### config.mk
export PLATFORM = sky130hd
export DESIGN_NAME = contact_integrator_debounce
export DESIGN_NICKNAME = d
export VERILOG_FILES = /design/src/rtl/debounce_pkg.sv /design/src/rtl/db_input_sync.sv /design/src/rtl/db_integrator.sv /design/src/rtl/db_hysteresis.sv /design/src/rtl/contact_integrator_debounce.sv
export SDC_FILE = /design/constraint.sdc
export NUM_CORES = 1
export LEC_CHECK = 0
export BUFFER_PORTS_ARGS = -buffer_cell sky130_fd_sc_hd__buf_2
export CORE_MARGIN = 4
export CORE_UTILIZATION = 35
export DETAILED_ROUTE_END_ITERATION = 16
export HOLD_SLACK_MARGIN = 0.06
export PLACE_DENSITY = 0.61
export SYNTH_ARGS = -nofsm -noshare
export SYNTH_HDL_FRONTEND = slang
export SYNTH_HIERARCHICAL = 1
export SYNTH_SLANG_ARGS = --single-unit
export TNS_END_PERCENT = 5
### constraint.sdc
create_clock -name clk -period 2.3 [get_ports clk]
set_input_delay 0.115 -clock clk [delete_from_list [all_inputs] [get_ports clk]]
set_output_delay 0.115 -clock clk [all_outputs]
set_load 0.1 [all_outputs]
### src/rtl/debounce_pkg.sv
package debounce_pkg;

    typedef enum logic {
        CONTACT_CLOSED = 1'b0,
        CONTACT_OPEN   = 1'b1
    } contact_e;

    typedef struct packed {
        logic level;
        logic rise;
        logic fall;
    } clean_out_t;

    function automatic int unsigned sat_up(input int unsigned val,
                                           input int unsigned step,
                                           input int unsigned limit);
        int unsigned room;
        room = limit - val;
        if (step >= room) return limit;
        return val + step;
    endfunction

    function automatic int unsigned sat_down(input int unsigned val,
                                             input int unsigned step);
        if (step >= val) return 0;
        return val - step;
    endfunction

endpackage

### src/rtl/db_input_sync.sv
module db_input_sync
    import debounce_pkg::*;
#(
    parameter int unsigned STAGES = 2
) (
    input  logic     clk,
    input  logic     rst,
    input  logic     raw,
    output contact_e contact
);
    logic [STAGES-1:0] sr;

    generate
        if (STAGES == 1) begin : g_single
            always_ff @(posedge clk) begin
                if (rst) sr <= '1;
                else     sr <= raw;
            end
        end else begin : g_chain
            always_ff @(posedge clk) begin
                if (rst) sr <= '1;
                else     sr <= {sr[STAGES-2:0], raw};
            end
        end
    endgenerate

    assign contact = contact_e'(sr[STAGES-1]);

    // first stage captures the pin each edge
    a_r1_first_stage: assert property (@(posedge clk) disable iff (rst)
        1'b1 |=> sr[0] == $past(raw));

endmodule

### src/rtl/db_integrator.sv
module db_integrator
    import debounce_pkg::*;
#(
    parameter int unsigned ACC_MAX   = 200,
    parameter int unsigned UP_STEP   = 10,
    parameter int unsigned DOWN_STEP = 20,
    localparam int unsigned ACC_W    = $clog2(ACC_MAX + 1)
) (
    input  logic             clk,
    input  logic             rst,
    input  logic             tick_en,
    input  contact_e         contact,
    output logic [ACC_W-1:0] acc
);
    logic [ACC_W-1:0] acc_nxt;

    always_comb begin
        if (contact == CONTACT_OPEN)
            acc_nxt = ACC_W'(sat_up(32'(acc), UP_STEP, ACC_MAX));
        else
            acc_nxt = ACC_W'(sat_down(32'(acc), DOWN_STEP));
    end

    always_ff @(posedge clk) begin
        if (rst)          acc <= ACC_W'(ACC_MAX);
        else if (tick_en) acc <= acc_nxt;
    end

    a_r2_never_above_full: assert property (@(posedge clk) disable iff (rst)
        32'(acc) <= ACC_MAX);

    a_r2_open_not_falling: assert property (@(posedge clk) disable iff (rst)
        (tick_en && contact == CONTACT_OPEN) |=> acc >= $past(acc));

    a_r3_closed_falls: assert property (@(posedge clk) disable iff (rst)
        (tick_en && contact == CONTACT_CLOSED && acc != '0) |=> acc < $past(acc));

    a_r4_idle_hold: assert property (@(posedge clk) disable iff (rst)
        !tick_en |=> $stable(acc));

endmodule

### src/rtl/db_hysteresis.sv
module db_hysteresis
    import debounce_pkg::*;
#(
    parameter int unsigned ACC_W = 8,
    parameter int unsigned HI_TH = 150,
    parameter int unsigned LO_TH = 50
) (
    input  logic             clk,
    input  logic             rst,
    input  logic [ACC_W-1:0] acc,
    output clean_out_t       q
);
    logic lvl_nxt;

    always_comb begin
        lvl_nxt = q.level;
        if (32'(acc) > HI_TH)      lvl_nxt = 1'b1;
        else if (32'(acc) < LO_TH) lvl_nxt = 1'b0;
    end

    always_ff @(posedge clk) begin
        if (rst) begin
            q <= '{level: 1'b1, rise: 1'b0, fall: 1'b0};
        end else begin
            q.level <= lvl_nxt;
            q.rise  <= lvl_nxt & ~q.level;
            q.fall  <= ~lvl_nxt & q.level;
        end
    end

    a_r5_band_hold: assert property (@(posedge clk) disable iff (rst)
        (32'(acc) >= LO_TH && 32'(acc) <= HI_TH) |=> $stable(q.level));

    a_r6_exclusive: assert property (@(posedge clk) disable iff (rst)
        $onehot0({q.rise, q.fall}));

    a_r6_rise_tracks: assert property (@(posedge clk) disable iff (rst)
        q.rise |-> (q.level && !$past(q.level)));

    a_r6_fall_tracks: assert property (@(posedge clk) disable iff (rst)
        q.fall |-> (!q.level && $past(q.level)));

endmodule

### src/rtl/contact_integrator_debounce.sv
module contact_integrator_debounce
    import debounce_pkg::*;
#(
    parameter int unsigned SYNC_STAGES = 2,
    parameter int unsigned ACC_MAX     = 200,
    parameter int unsigned UP_STEP     = 10,
    parameter int unsigned DOWN_STEP   = 20,
    parameter int unsigned HI_TH       = 150,
    parameter int unsigned LO_TH       = 50
) (
    input  logic clk,
    input  logic rst,
    input  logic tick_en,
    input  logic sw_n,
    output logic level_o,
    output logic rise_o,
    output logic fall_o
);
    localparam int unsigned ACC_W = $clog2(ACC_MAX + 1);

    contact_e         contact;
    logic [ACC_W-1:0] acc;
    clean_out_t       clean;

    db_input_sync #(.STAGES(SYNC_STAGES)) u_sync (
        .clk     (clk),
        .rst     (rst),
        .raw     (sw_n),
        .contact (contact)
    );

    db_integrator #(
        .ACC_MAX   (ACC_MAX),
        .UP_STEP   (UP_STEP),
        .DOWN_STEP (DOWN_STEP)
    ) u_integ (
        .clk     (clk),
        .rst     (rst),
        .tick_en (tick_en),
        .contact (contact),
        .acc     (acc)
    );

    db_hysteresis #(
        .ACC_W (ACC_W),
        .HI_TH (HI_TH),
        .LO_TH (LO_TH)
    ) u_hyst (
        .clk (clk),
        .rst (rst),
        .acc (acc),
        .q   (clean)
    );

    assign level_o = clean.level;
    assign rise_o  = clean.rise;
    assign fall_o  = clean.fall;

    // the cycle after a reset edge shows the idle-open state
    a_r7_reset_state: assert property (@(posedge clk)
        $past(rst) |-> (level_o && !rise_o && !fall_o));

endmodule

* Word level (Yosys, flattened, before mapping)
Index checks and enable logic that the tools add are counted. W data, S select, Z words.
Word-level totals: register bits after elaboration 13
Cells by class: add/sub/neg operators 3, order comparisons 4, muxes and demuxes 10, bitwise gates (word level) 4
Operator list (number):
- $ge A4 B32 Y1 const A | 1
- $mux W8 | 4
- $sub A8 B8 Y9 const A | 1
- $add A8 B4 Y8 const B | 1
- $ge A5 B8 Y1 const A | 1
- $gt A8 B8 Y1 const B | 1
- $lt A8 B6 Y1 const B | 1
- $sub A8 B5 Y8 const B | 1
- $mux W1 | 6
- $and A1 B1 Y1 | 2
- $not A1 Y1 | 2

* Longest topological paths before layout
Gate-level depths: netlist (run 1).
word-level depth 6, depth in mapped cells 8, gate-level depth less buffers 7

* Cells and area by module
The synthesis (run 1) kept the hierarchy.
By module, submodules not included:
- db_integrator | times used 1, cells an instance 102, area an instance 802.0 um2, seq. area each 140.1 um2
- db_hysteresis | times used 1, cells an instance 13, area an instance 123.9 um2, seq. area each 60.1 um2
- db_input_sync | times used 1, cells an instance 4, area an instance 52.6 um2, seq. area each 40.0 um2

* Worst setup path before layout (run 1)
No wires, ideal clock.
path type reg-to-reg, start register u_integ.acc[2], end register u_integ.acc[2], setup time 0.060 ns, data arrival time 1.655 ns, required time 2.240 ns, setup slack 0.585 ns, stages on the path, launching flop included 8, clock period less this slack 1.715 ns, path through dfxtp_1 > inv_1 > ha_1 > nor2b_2 > o21ai_1 > mux2_4 > a31oi_1 > o221a_1
On the way: longest elaborated chain between the ends 6
Ends and longest elaborated chain:
- start, declared | line db_integrator.sv:13 | output logic [ACC_W-1:0] acc
- start signal, assigned | line db_integrator.sv:25 | if (rst) acc <= ACC_W'(ACC_MAX);
- start signal, assigned | line db_integrator.sv:26 | else if (tick_en) acc <= acc_nxt;
- $sub A8 B8 Y9 | line debounce_pkg.sv:18 | room = limit - val;
- $ge A4 B32 Y1 | line debounce_pkg.sv:19 | if (step >= room) return limit;
- $mux W1 | line debounce_pkg.sv:19
- $mux W1 | line db_integrator.sv:18 | if (contact == CONTACT_OPEN)
- $mux W8 | line debounce_pkg.sv:20 | return val + step;
- $mux W8 * | line db_integrator.sv:18
Every way passes the cells marked *; elsewhere a longest branch is shown, timed or not. The select of a mux whose other input is x is not followed. A chain may end at the register's enable or synchronous reset.

* Worst setup path after layout (run 1)
start register u_integ.acc[3], end register u_integ.acc[3]
Same word-level chain as after synthesis.

==> flow_summary.json, run 1 <==
{
  "outcome": "complete, no violations",
  "postCtsResizedCells": 0,
  "postSynthNetCount": 129,
  "routed_wl_um": 2260,
  "crit_chain": "inv_1 > ha_1 > nand2b_1 > o21ai_1 > nand2b_1 > or2_2 > a31oi_1",
  "numPortBuffers": 6,
  "finalHoldViolations": 0,
  "grtUsageTotal_pct": 13.6,
  "netlist_instances": 119,
  "dieArea_mm2": 0.00371,
  "grt-ovfl-total": 0,
  "drive_gt1_share_pct": 16.8,
  "maxSlewViolCount": 0,
  "cap_violations": 0,
  "rows": 18,
  "synth_seq_area_share_pct": 24.6,
  "cts_buffers": 3,
  "final.min_clock_period_ns": 1.98,
  "post-route-period-util_pct": 86.0,
  "cp_max_fo": 13,
  "grt_max_degree": 17,
  "p_leak_uw": 0.000413,
  "worst_setup_path_start_kind": "flip-flop",
  "slew_headroom_pct": 58.8,
  "hp-class": "input pin to flip-flop",
  "dr.first_iter.drc_count": 34,
  "floorplan.initialDensity_pct": 38.1,
  "synth_area_um2": 978,
  "max_freq_mhz": 505,
  "cp.arrival_ns": 2.18,
  "tns_ns": 0,
  "vias_per_cell": 5.66,
  "routedWlPerCell_um": 14.6,
  "p_total_uw": 772,
  "layout_common_cells": "dfxtp_1, nand2_1, nor2_1",
  "antenna_found_initial": 0,
  "p_per_area_mw_per_mm2": 730,
  "ys.flop_type": "dfxtp_1",
  "grt_pass1_wl_um": 3810,
  "firstDrtPassIters": 4,
  "yosysWarnings": 6,
  "cp-startpoint": "u_integ/acc[3]",
  "synth_cell_types": 48,
  "dp_hpwl_um": 1660,
  "clock_path_buffers": 2,
  "critPathMaxStageDelay_ns": 0.57,
  "fillers": 264,
  "die_y_um": 60.9,
  "grt_pass1_vias": 826,
  "timing.critical_path.to_type": "flip-flop",
  "nets": 136,
  "required_ns": 2.50,
  "final_common_cell": "dfxtp_1",
  "clk_pin_slew_ns": 0.08,
  "critical_path_class": "flip-flop to flip-flop",
  "cts_tree": "done",
  "crit_family": "simple AND/OR/NAND/NOR gates",
  "multi_input_area_um2": 669,
  "regArea_um2": 240,
  "worst_pin_slew_ns": 0.617,
  "vias": 878,
  "setup_viol": 0,
  "vdd_drop_max_mv": 0.512,
  "post-cts-setup-buffers": 0,
  "holdBufCountCts": 1,
  "antenna_cells": 0,
  "hold_start": "rst",
  "gp_congestion": 0.870,
  "core_mm2": 0.00257,
  "htree_levels": 1,
  "postRouteAntennaNets": 0,
  "cts-root-buf": "clkbuf_4",
  "dpl_cell_area_mm2": 0.00101,
  "die_w_um": 60.9,
  "fin_area_mm2": 0.00106,
  "crit_path_frequent_cell": "nand2b_1",
  "async_flop_share_pct": 0,
  "rr_startpoint": "u_integ/acc[3]",
  "cts.sinks": 12,
  "area_growth_pct": 8.06,
  "cp_slowest_cell": "dfxtp_1",
  "io-pin-count": 7,
  "synth-seq-cells": 12,
  "fin_skew_ns": 0.00281,
  "rsz0062_at_grt": "no",
  "drc": 0,
  "synth_edf_count": 0,
  "cp.buffers_inverters": 1,
  "syn_avg_cell_area_um2": 8.22,
  "clock_latency_ns": 0.27
}
logic make-up after synthesis:
logic type / after synthesis / share of synthesized area [%]
adder cells (fa/ha/maj): 6 / 7.67
other: 1 / 0.383
flip-flops: 12 / 24.6
AND/OR/NAND/NOR: 46 / 27.9
buffers and inverters: 12 / 7.03
multiplexers: 2 / 2.56
XOR/XNOR: 3 / 2.69
AO/OA/AOI/OAI: 37 / 27.2
sequential cells by signal (all words and copies together), names as in the netlist:
register	cells
u_hyst/q	3
u_integ/acc	7
u_sync/sr	2
final cells by class:
type	instances	area share, %
Tap cell	30	3.55
Sequential cell	12	22.7
Timing Repair Buffer	9	5.21
Clock buffer	4	3.43
Multi-Input combinational cell	95	63.3
Inverter	5	1.78
power by group:
part | total (uW) | switching (uW) | internal (uW) | leakage, uW
registers | 291 | 62.7 | 229 | 0.0000989
logic | 314 | 170 | 145 | 0.000294
clock network | 166 | 69.6 | 96.2 | 0.0000210
total | 772 | 302 | 470 | 0.000413
cell usage after synthesis, types with 2 or more instances:
cell type	instances	share of area (%)
a31oi_1	6	3.8
nor2b_1	3	1.9
nor3_2	2	2.0
o21ai_0	6	3.1
nand2b_1	3	1.9
inv_1	5	1.9
o21ai_1	3	1.5
nor2_1	7	2.7
o21a_1	2	1.5
nand4_1	2	1.3
nor3_1	4	2.0
dfxtp_1	12	25
buf_4	2	1.5
buf_6	2	2.3
nand2_1	10	3.8
clkbuf_1	2	0.77
nor3b_1	3	2.3
xor2_1	3	2.7
a21oi_1	6	3.1
or2_1	3	1.9
ha_1	6	7.7
through the flow:
stage | util, % | hold slack (ns) | setup WS, ns | std cells
floorplan | - | 0.191 | 0.585 | 119
global placement | 39.4 | 0.299 | 0.434 | 150
detailed placement | 39.4 | 0.313 | 0.385 | 150
CTS | 41.2 | 0.181 | 0.360 | 155
global route | 41.2 | 0.199 | 0.177 | 155
finish | 41.2 | 0.195 | 0.321 | 155
metal layers:
metal	GRT usage (%)	vias up	share of wire (%)
met5	0	-	0
met4	3.72	0	1.3
met3	3.40	4	4.1
met2	20.9	18	47
met1	18.9	412	47
li1	-	444	-
worst reg2reg max path, delay by kind of cell, from the launching register on:
kind | cells | cell delay [ns]
buffers and inverters | 1 | 0.17
adders and majority gates | 1 | 0.24
and+or+nand+nor | 3 | 0.59
AOI/OAI and AO/OA | 2 | 0.35
DFF | 1 | 0.57
final timing paths:
check	end	cells past startpoint	slack (ns)
hold reg to reg	u_sync/sr[1]	1	0.42
setup / recovery	u_integ/acc[3]	7	0.32
hold / removal	u_hyst/q[1]	2	0.19
setup reg to reg	u_integ/acc[3]	7	0.32
Power figures use the tool's default switching activity.
==> run 2, diff against run 1 <==
PLACE_DENSITY = unset   (was 0.61)
PLACE_DENSITY_LB_ADDON = 0.08   (was unset)
==> run 2 against run 1 <==
Flip-flop and latch count unchanged. Non-clock buffer count unchanged. Clock-buffer cell count down 1. Hold slack worse by 0.0090 ns. Clock skew about the same. Final area down 1.3%. Final cell count down 0.65%. Register-to-register slack worse by 0.02 ns.
==> flow_summary.json, run 2 (synthesis results as in run 1) <==
{
  "worst_setup_path_start_kind": "flip-flop",
  "p_total_uw": 729,
  "outcome": "complete, no violations",
  "tns_ns": 0,
  "drive_gt1_share_pct": 16.1,
  "vias": 882,
  "postRouteAntennaNets": 0,
  "finalHoldViolations": 0,
  "area_growth_pct": 6.65,
  "worst_pin_slew_ns": 0.598,
  "max_freq_mhz": 500,
  "fin_skew_ns": 0.00312,
  "firstDrtPassIters": 4,
  "cts-root-buf": "clkbuf_4",
  "routedWlPerCell_um": 14.0,
  "gp_congestion": 0.830,
  "die_w_um": 60.9,
  "setup_viol": 0,
  "clock_path_buffers": 2,
  "cp.arrival_ns": 2.20,
  "grtUsageTotal_pct": 13.3,
  "nets": 136,
  "maxSlewViolCount": 0,
  "post-cts-setup-buffers": 0,
  "io-pin-count": 7,
  "fillers": 270,
  "cts_buffers": 3,
  "cts_tree": "done",
  "cts.sinks": 12,
  "clk_pin_slew_ns": 0.07,
  "postCtsResizedCells": 0,
  "antenna_found_initial": 0,
  "r2r_slack_ns": 0.30,
  "p_per_area_mw_per_mm2": 698,
  "dr.first_iter.drc_count": 35,
  "vias_per_cell": 5.73,
  "reg_top3": "u_integ/acc: 7 flops, u_hyst/q: 3 flops, u_sync/sr: 2 flops",
  "die_y_um": 60.9,
  "grt_pass1_wl_um": 3680,
  "cp_max_fo": 13,
  "rows": 18,
  "rsz0062_at_grt": "no",
  "antenna_cells": 0,
  "hp-class": "input pin to flip-flop",
  "holdBufCountCts": 1,
  "slew_headroom_pct": 60.0,
  "cap_violations": 0,
  "required_ns": 2.50,
  "htree_levels": 1,
  "p_leak_uw": 0.000406,
  "clock_latency_ns": 0.27,
  "layout_common_cells": "dfxtp_1, nand2_1, nor2_1",
  "numPortBuffers": 6,
  "grt_max_degree": 17,
  "post-route-period-util_pct": 87.0,
  "final_common_cell": "dfxtp_1",
  "vdd_drop_max_mv": 0.500,
  "dieArea_mm2": 0.00371,
  "drc": 0,
  "dp_hpwl_um": 1580,
  "floorplan.initialDensity_pct": 38.1,
  "grt_pass1_vias": 798,
  "largest_register_ffs": 7,
  "timing.critical_path.to_type": "flip-flop",
  "grt-ovfl-total": 0,
  "pre_cts_ws_ns": 0.322,
  "largest_register": "u_integ/acc",
  "core_mm2": 0.00257,
  "routed_wl_um": 2160,
  "critical_path_class": "flip-flop to flip-flop",
  "fin_ws_ns": 0.300,
  "final.min_clock_period_ns": 2.00
}
==> run 2: worst paths after layout <==
| check | startpoint | end | depth (start not counted) |
|---|---|---|---|
| max reg2reg | u_integ/acc[3] | u_integ/acc[3] | 7 |
| min reg2reg | u_sync/sr[0] | u_sync/sr[1] | 1 |
| max | u_integ/acc[3] | u_integ/acc[3] | 7 |
| min | rst | u_hyst/q[1] | 2 |
==> run 2: final cells by class <==
cell class                 count  area (um^2)  share of cell area, %
inverter                       5         18.8                   1.80
clock buffer                   3         22.5                   2.16
multi-input combinational     95          669                   64.1
tap                           30         37.5                   3.60
timing repair buffer           9         55.1                   5.28
sequential                    12          240                   23.0
==> run 2: stage by stage <==
stage / hold slack, ns / std cells / cell area (um^2) / utilization [%]
6_report: 0.186 / 154 / 1040 / 40.6
5_1_grt: 0.196 / 154 / 1040 / 40.6
4_1_cts: 0.189 / 154 / 1040 / 40.6
3_5_place_dp: 0.298 / 150 / 1010 / 39.4
3_3_place_gp: 0.297 / 150 / 1010 / 39.4
2_1_floorplan: 0.191 / 119 / 978 / -
==> run 2: worst max-delay path, stage by stage (launching register included) <==
cell and delay, ns:
dfxtp_1 0.56, inv_1 0.18, ha_1 0.26, nand2b_1 0.18
o21ai_1 0.20, nand2b_1 0.13, or2_2 0.29, a31oi_1 0.12
==> run 2: power by group <==
group	switching, uW	internal [uW]	total [uW]
clock	64.9	60.6	125
sequential	62.1	229	291
combinational	168	145	312
==> run 2: per-layer routing <==
| layer | GRT usage, % | wire length (um) | up-vias |
|---|---|---|---|
| met3 | 3.19 | 78 | 4 |
| met5 | 0 | 0 | - |
| met2 | 21.8 | 1040 | 19 |
| met1 | 17.3 | 1020 | 409 |
| met4 | 3.72 | 23 | 0 |
| li1 | - | - | 450 |
==> run 3, diff against run 2 <==
CELL_PAD_IN_SITES_DETAIL_PLACEMENT = 0   (was unset)
CELL_PAD_IN_SITES_GLOBAL_PLACEMENT = 1   (was unset)
TNS_END_PERCENT = unset   (was 5)
==> run 3 against run 2 <==
First-iteration DRC count rose by 80%. Final area rose by 2.0%. Utilization rose by 0.83 points. Die area did not move. Routed wire length rose by 7.7%. Clock power rose by 40%. Final cell count rose by 1.3%. Setup slack improved by 0.096 ns. Largest cell class unchanged. Sequential power fell by 1%. Hold slack got worse by 0.015 ns.
==> flow_summary.json, run 3 (synthesis results as in run 1) <==
{
  "floorplan.initialDensity_pct": 38.1,
  "vdd_drop_max_mv": 0.539,
  "cp.buffers_inverters": 1,
  "core_mm2": 0.00257,
  "dr.first_iter.drc_count": 63,
  "p_int_uw": 474,
  "grtUsageTotal_pct": 14.5,
  "pwr-share-seq_pct": 36.3,
  "routed_wl_um": 2320,
  "fin_ws_ns": 0.396,
  "finalHoldViolations": 0,
  "io-pin-count": 7,
  "post-route-period-util_pct": 82.8,
  "htree_levels": 1,
  "final.min_clock_period_ns": 1.90,
  "clock_path_buffers": 2,
  "routedWlPerCell_um": 14.9,
  "switching_share_pct": 40.1,
  "p_switching_uw": 317,
  "tns_ns": 0,
  "pre_cts_ws_ns": 0.489,
  "grt_max_degree": 17,
  "antenna_cells": 0,
  "reg_top3": "u_integ/acc: 7 flops, u_hyst/q: 3 flops, u_sync/sr: 2 flops",
  "critPathMaxStageDelay_ns": 0.44,
  "postRouteAntennaNets": 0,
  "die_y_um": 60.9,
  "crit_path_frequent_cell": "nand2b_1",
  "slew_headroom_pct": 59.6,
  "crit_chain": "inv_1 > ha_1 > nand2b_1 > o21ai_1 > nand2b_1 > or2_2 > a31oi_1",
  "setup_viol": 0,
  "layout_common_cells": "dfxtp_1, nand2_1, nor2_1",
  "required_ns": 2.50,
  "grt_pass1_wl_um": 4020,
  "clk_pin_slew_ns": 0.08,
  "cts-root-buf": "clkbuf_4",
  "largest_register": "u_integ/acc",
  "cts_tree": "done",
  "cap_violations": 0,
  "vias": 900,
  "area_growth_pct": 8.82,
  "grt_pass1_vias": 868,
  "firstDrtPassIters": 4,
  "crit_family": "simple AND/OR/NAND/NOR gates",
  "p_leak_uw": 0.000418,
  "antenna_found_initial": 0,
  "cts.sinks": 12,
  "numPortBuffers": 6,
  "drive_gt1_share_pct": 17.5,
  "worst_pin_slew_ns": 0.606,
  "max_freq_mhz": 525,
  "place_inst": 151,
  "p_per_area_mw_per_mm2": 743,
  "final_cells": 156,
  "die_w_um": 60.9,
  "gp_congestion": 0.795,
  "cp_slowest_cell": "dfxtp_1",
  "cp_max_fo": 7,
  "timing.critical_path.to_type": "flip-flop",
  "pwr-share-comb_pct": 41.6,
  "vias_per_cell": 5.77,
  "hold_ws_ns": 0.171,
  "rsz0062_at_grt": "no",
  "clock_latency_ns": 0.28,
  "worst_setup_path_start_kind": "flip-flop",
  "largest_register_ffs": 7,
  "clock_power_share_pct": 22.1,
  "outcome": "complete, no violations",
  "dieArea_mm2": 0.00371,
  "critical_path_class": "flip-flop to flip-flop",
  "fillers": 271,
  "post-cts-setup-buffers": 0,
  "hp-class": "input pin to flip-flop",
  "grt-ovfl-total": 0,
  "maxSlewViolCount": 0,
  "final_common_cell": "dfxtp_1",
  "cp.arrival_ns": 2.10,
  "drc": 0,
  "dp_hpwl_um": 1650,
  "fin_skew_ns": 0.0111,
  "rows": 18,
  "nets": 137,
  "cts_buffers": 3
}
==> run 3: changes by cell type in the layout (fill, tap and decap cells not counted) <==
cell	change
buf_4	+1
clkbuf_8	+1
==> run 3: worst register-to-register path: stages, from the launching register on <==
cell and delay [ns]:
dfxtp_1 0.44, inv_1 0.13, ha_1 0.25, nand2b_1 0.19, o21ai_1 0.23, nand2b_1 0.15, or2_2 0.30, a31oi_1 0.15
==> run 3: final cells by class <==
| type | instances | area [um^2] | share of cell area, % |
|---|---|---|---|
| tap | 30 | 37.5 | 3.53 |
| inverter | 5 | 18.8 | 1.76 |
| sequential | 12 | 240 | 22.6 |
| multi-input combinational | 95 | 669 | 62.9 |
| clock buffer | 4 | 36.3 | 3.41 |
| timing repair buffer | 10 | 62.6 | 5.88 |
==> run 3: worst paths after layout <==
path	start	end	slack [ns]	depth (start not counted)
setup reg to reg	u_integ/acc[3]	u_integ/acc[3]	0.40	7
setup / recovery	u_integ/acc[3]	u_integ/acc[3]	0.40	7
hold / removal	rst	u_hyst/q[1]	0.17	2
hold reg to reg	u_sync/sr[0]	u_sync/sr[1]	0.41	1
==> run 3: routing by layer <==
metal  global-route usage (%)  wire length (um)  vias to the layer above
li1                         -                 -                      447
met1                     18.3              1100                      416
met2                     24.7              1070                       33
met3                     3.19               138                        4
met4                     3.72                17                        0
met5                        0                 0                        -
==> run 3: power groups by stage <==
stage / clock [uW] / sequential [uW] / combinational, uW
6_report: 175 / 287 / 329
5_1_grt: 194 / 294 / 363
4_1_cts: 180 / 286 / 323
3_5_place_dp: 0 / 292 / 321
3_3_place_gp: 0 / 292 / 321
2_1_floorplan: 0 / 264 / 286
==> run 3: per-stage QoR <==
stage                     total power [uW]  util (%)  cell area (um^2)
final                                  791      41.5              1060
after detailed placement               612      39.7              1020
after global placement                 613      39.7              1020
after global routing                   851      41.5              1060
after floorplan                        550         -               978
after CTS                              790      41.5              1060
==> run 3: repair_timing <==
action | CTS | global route
hold endpoints to repair | 1 | 0
hold buffers | 1 | 0
gates resized for setup | 0 | 0
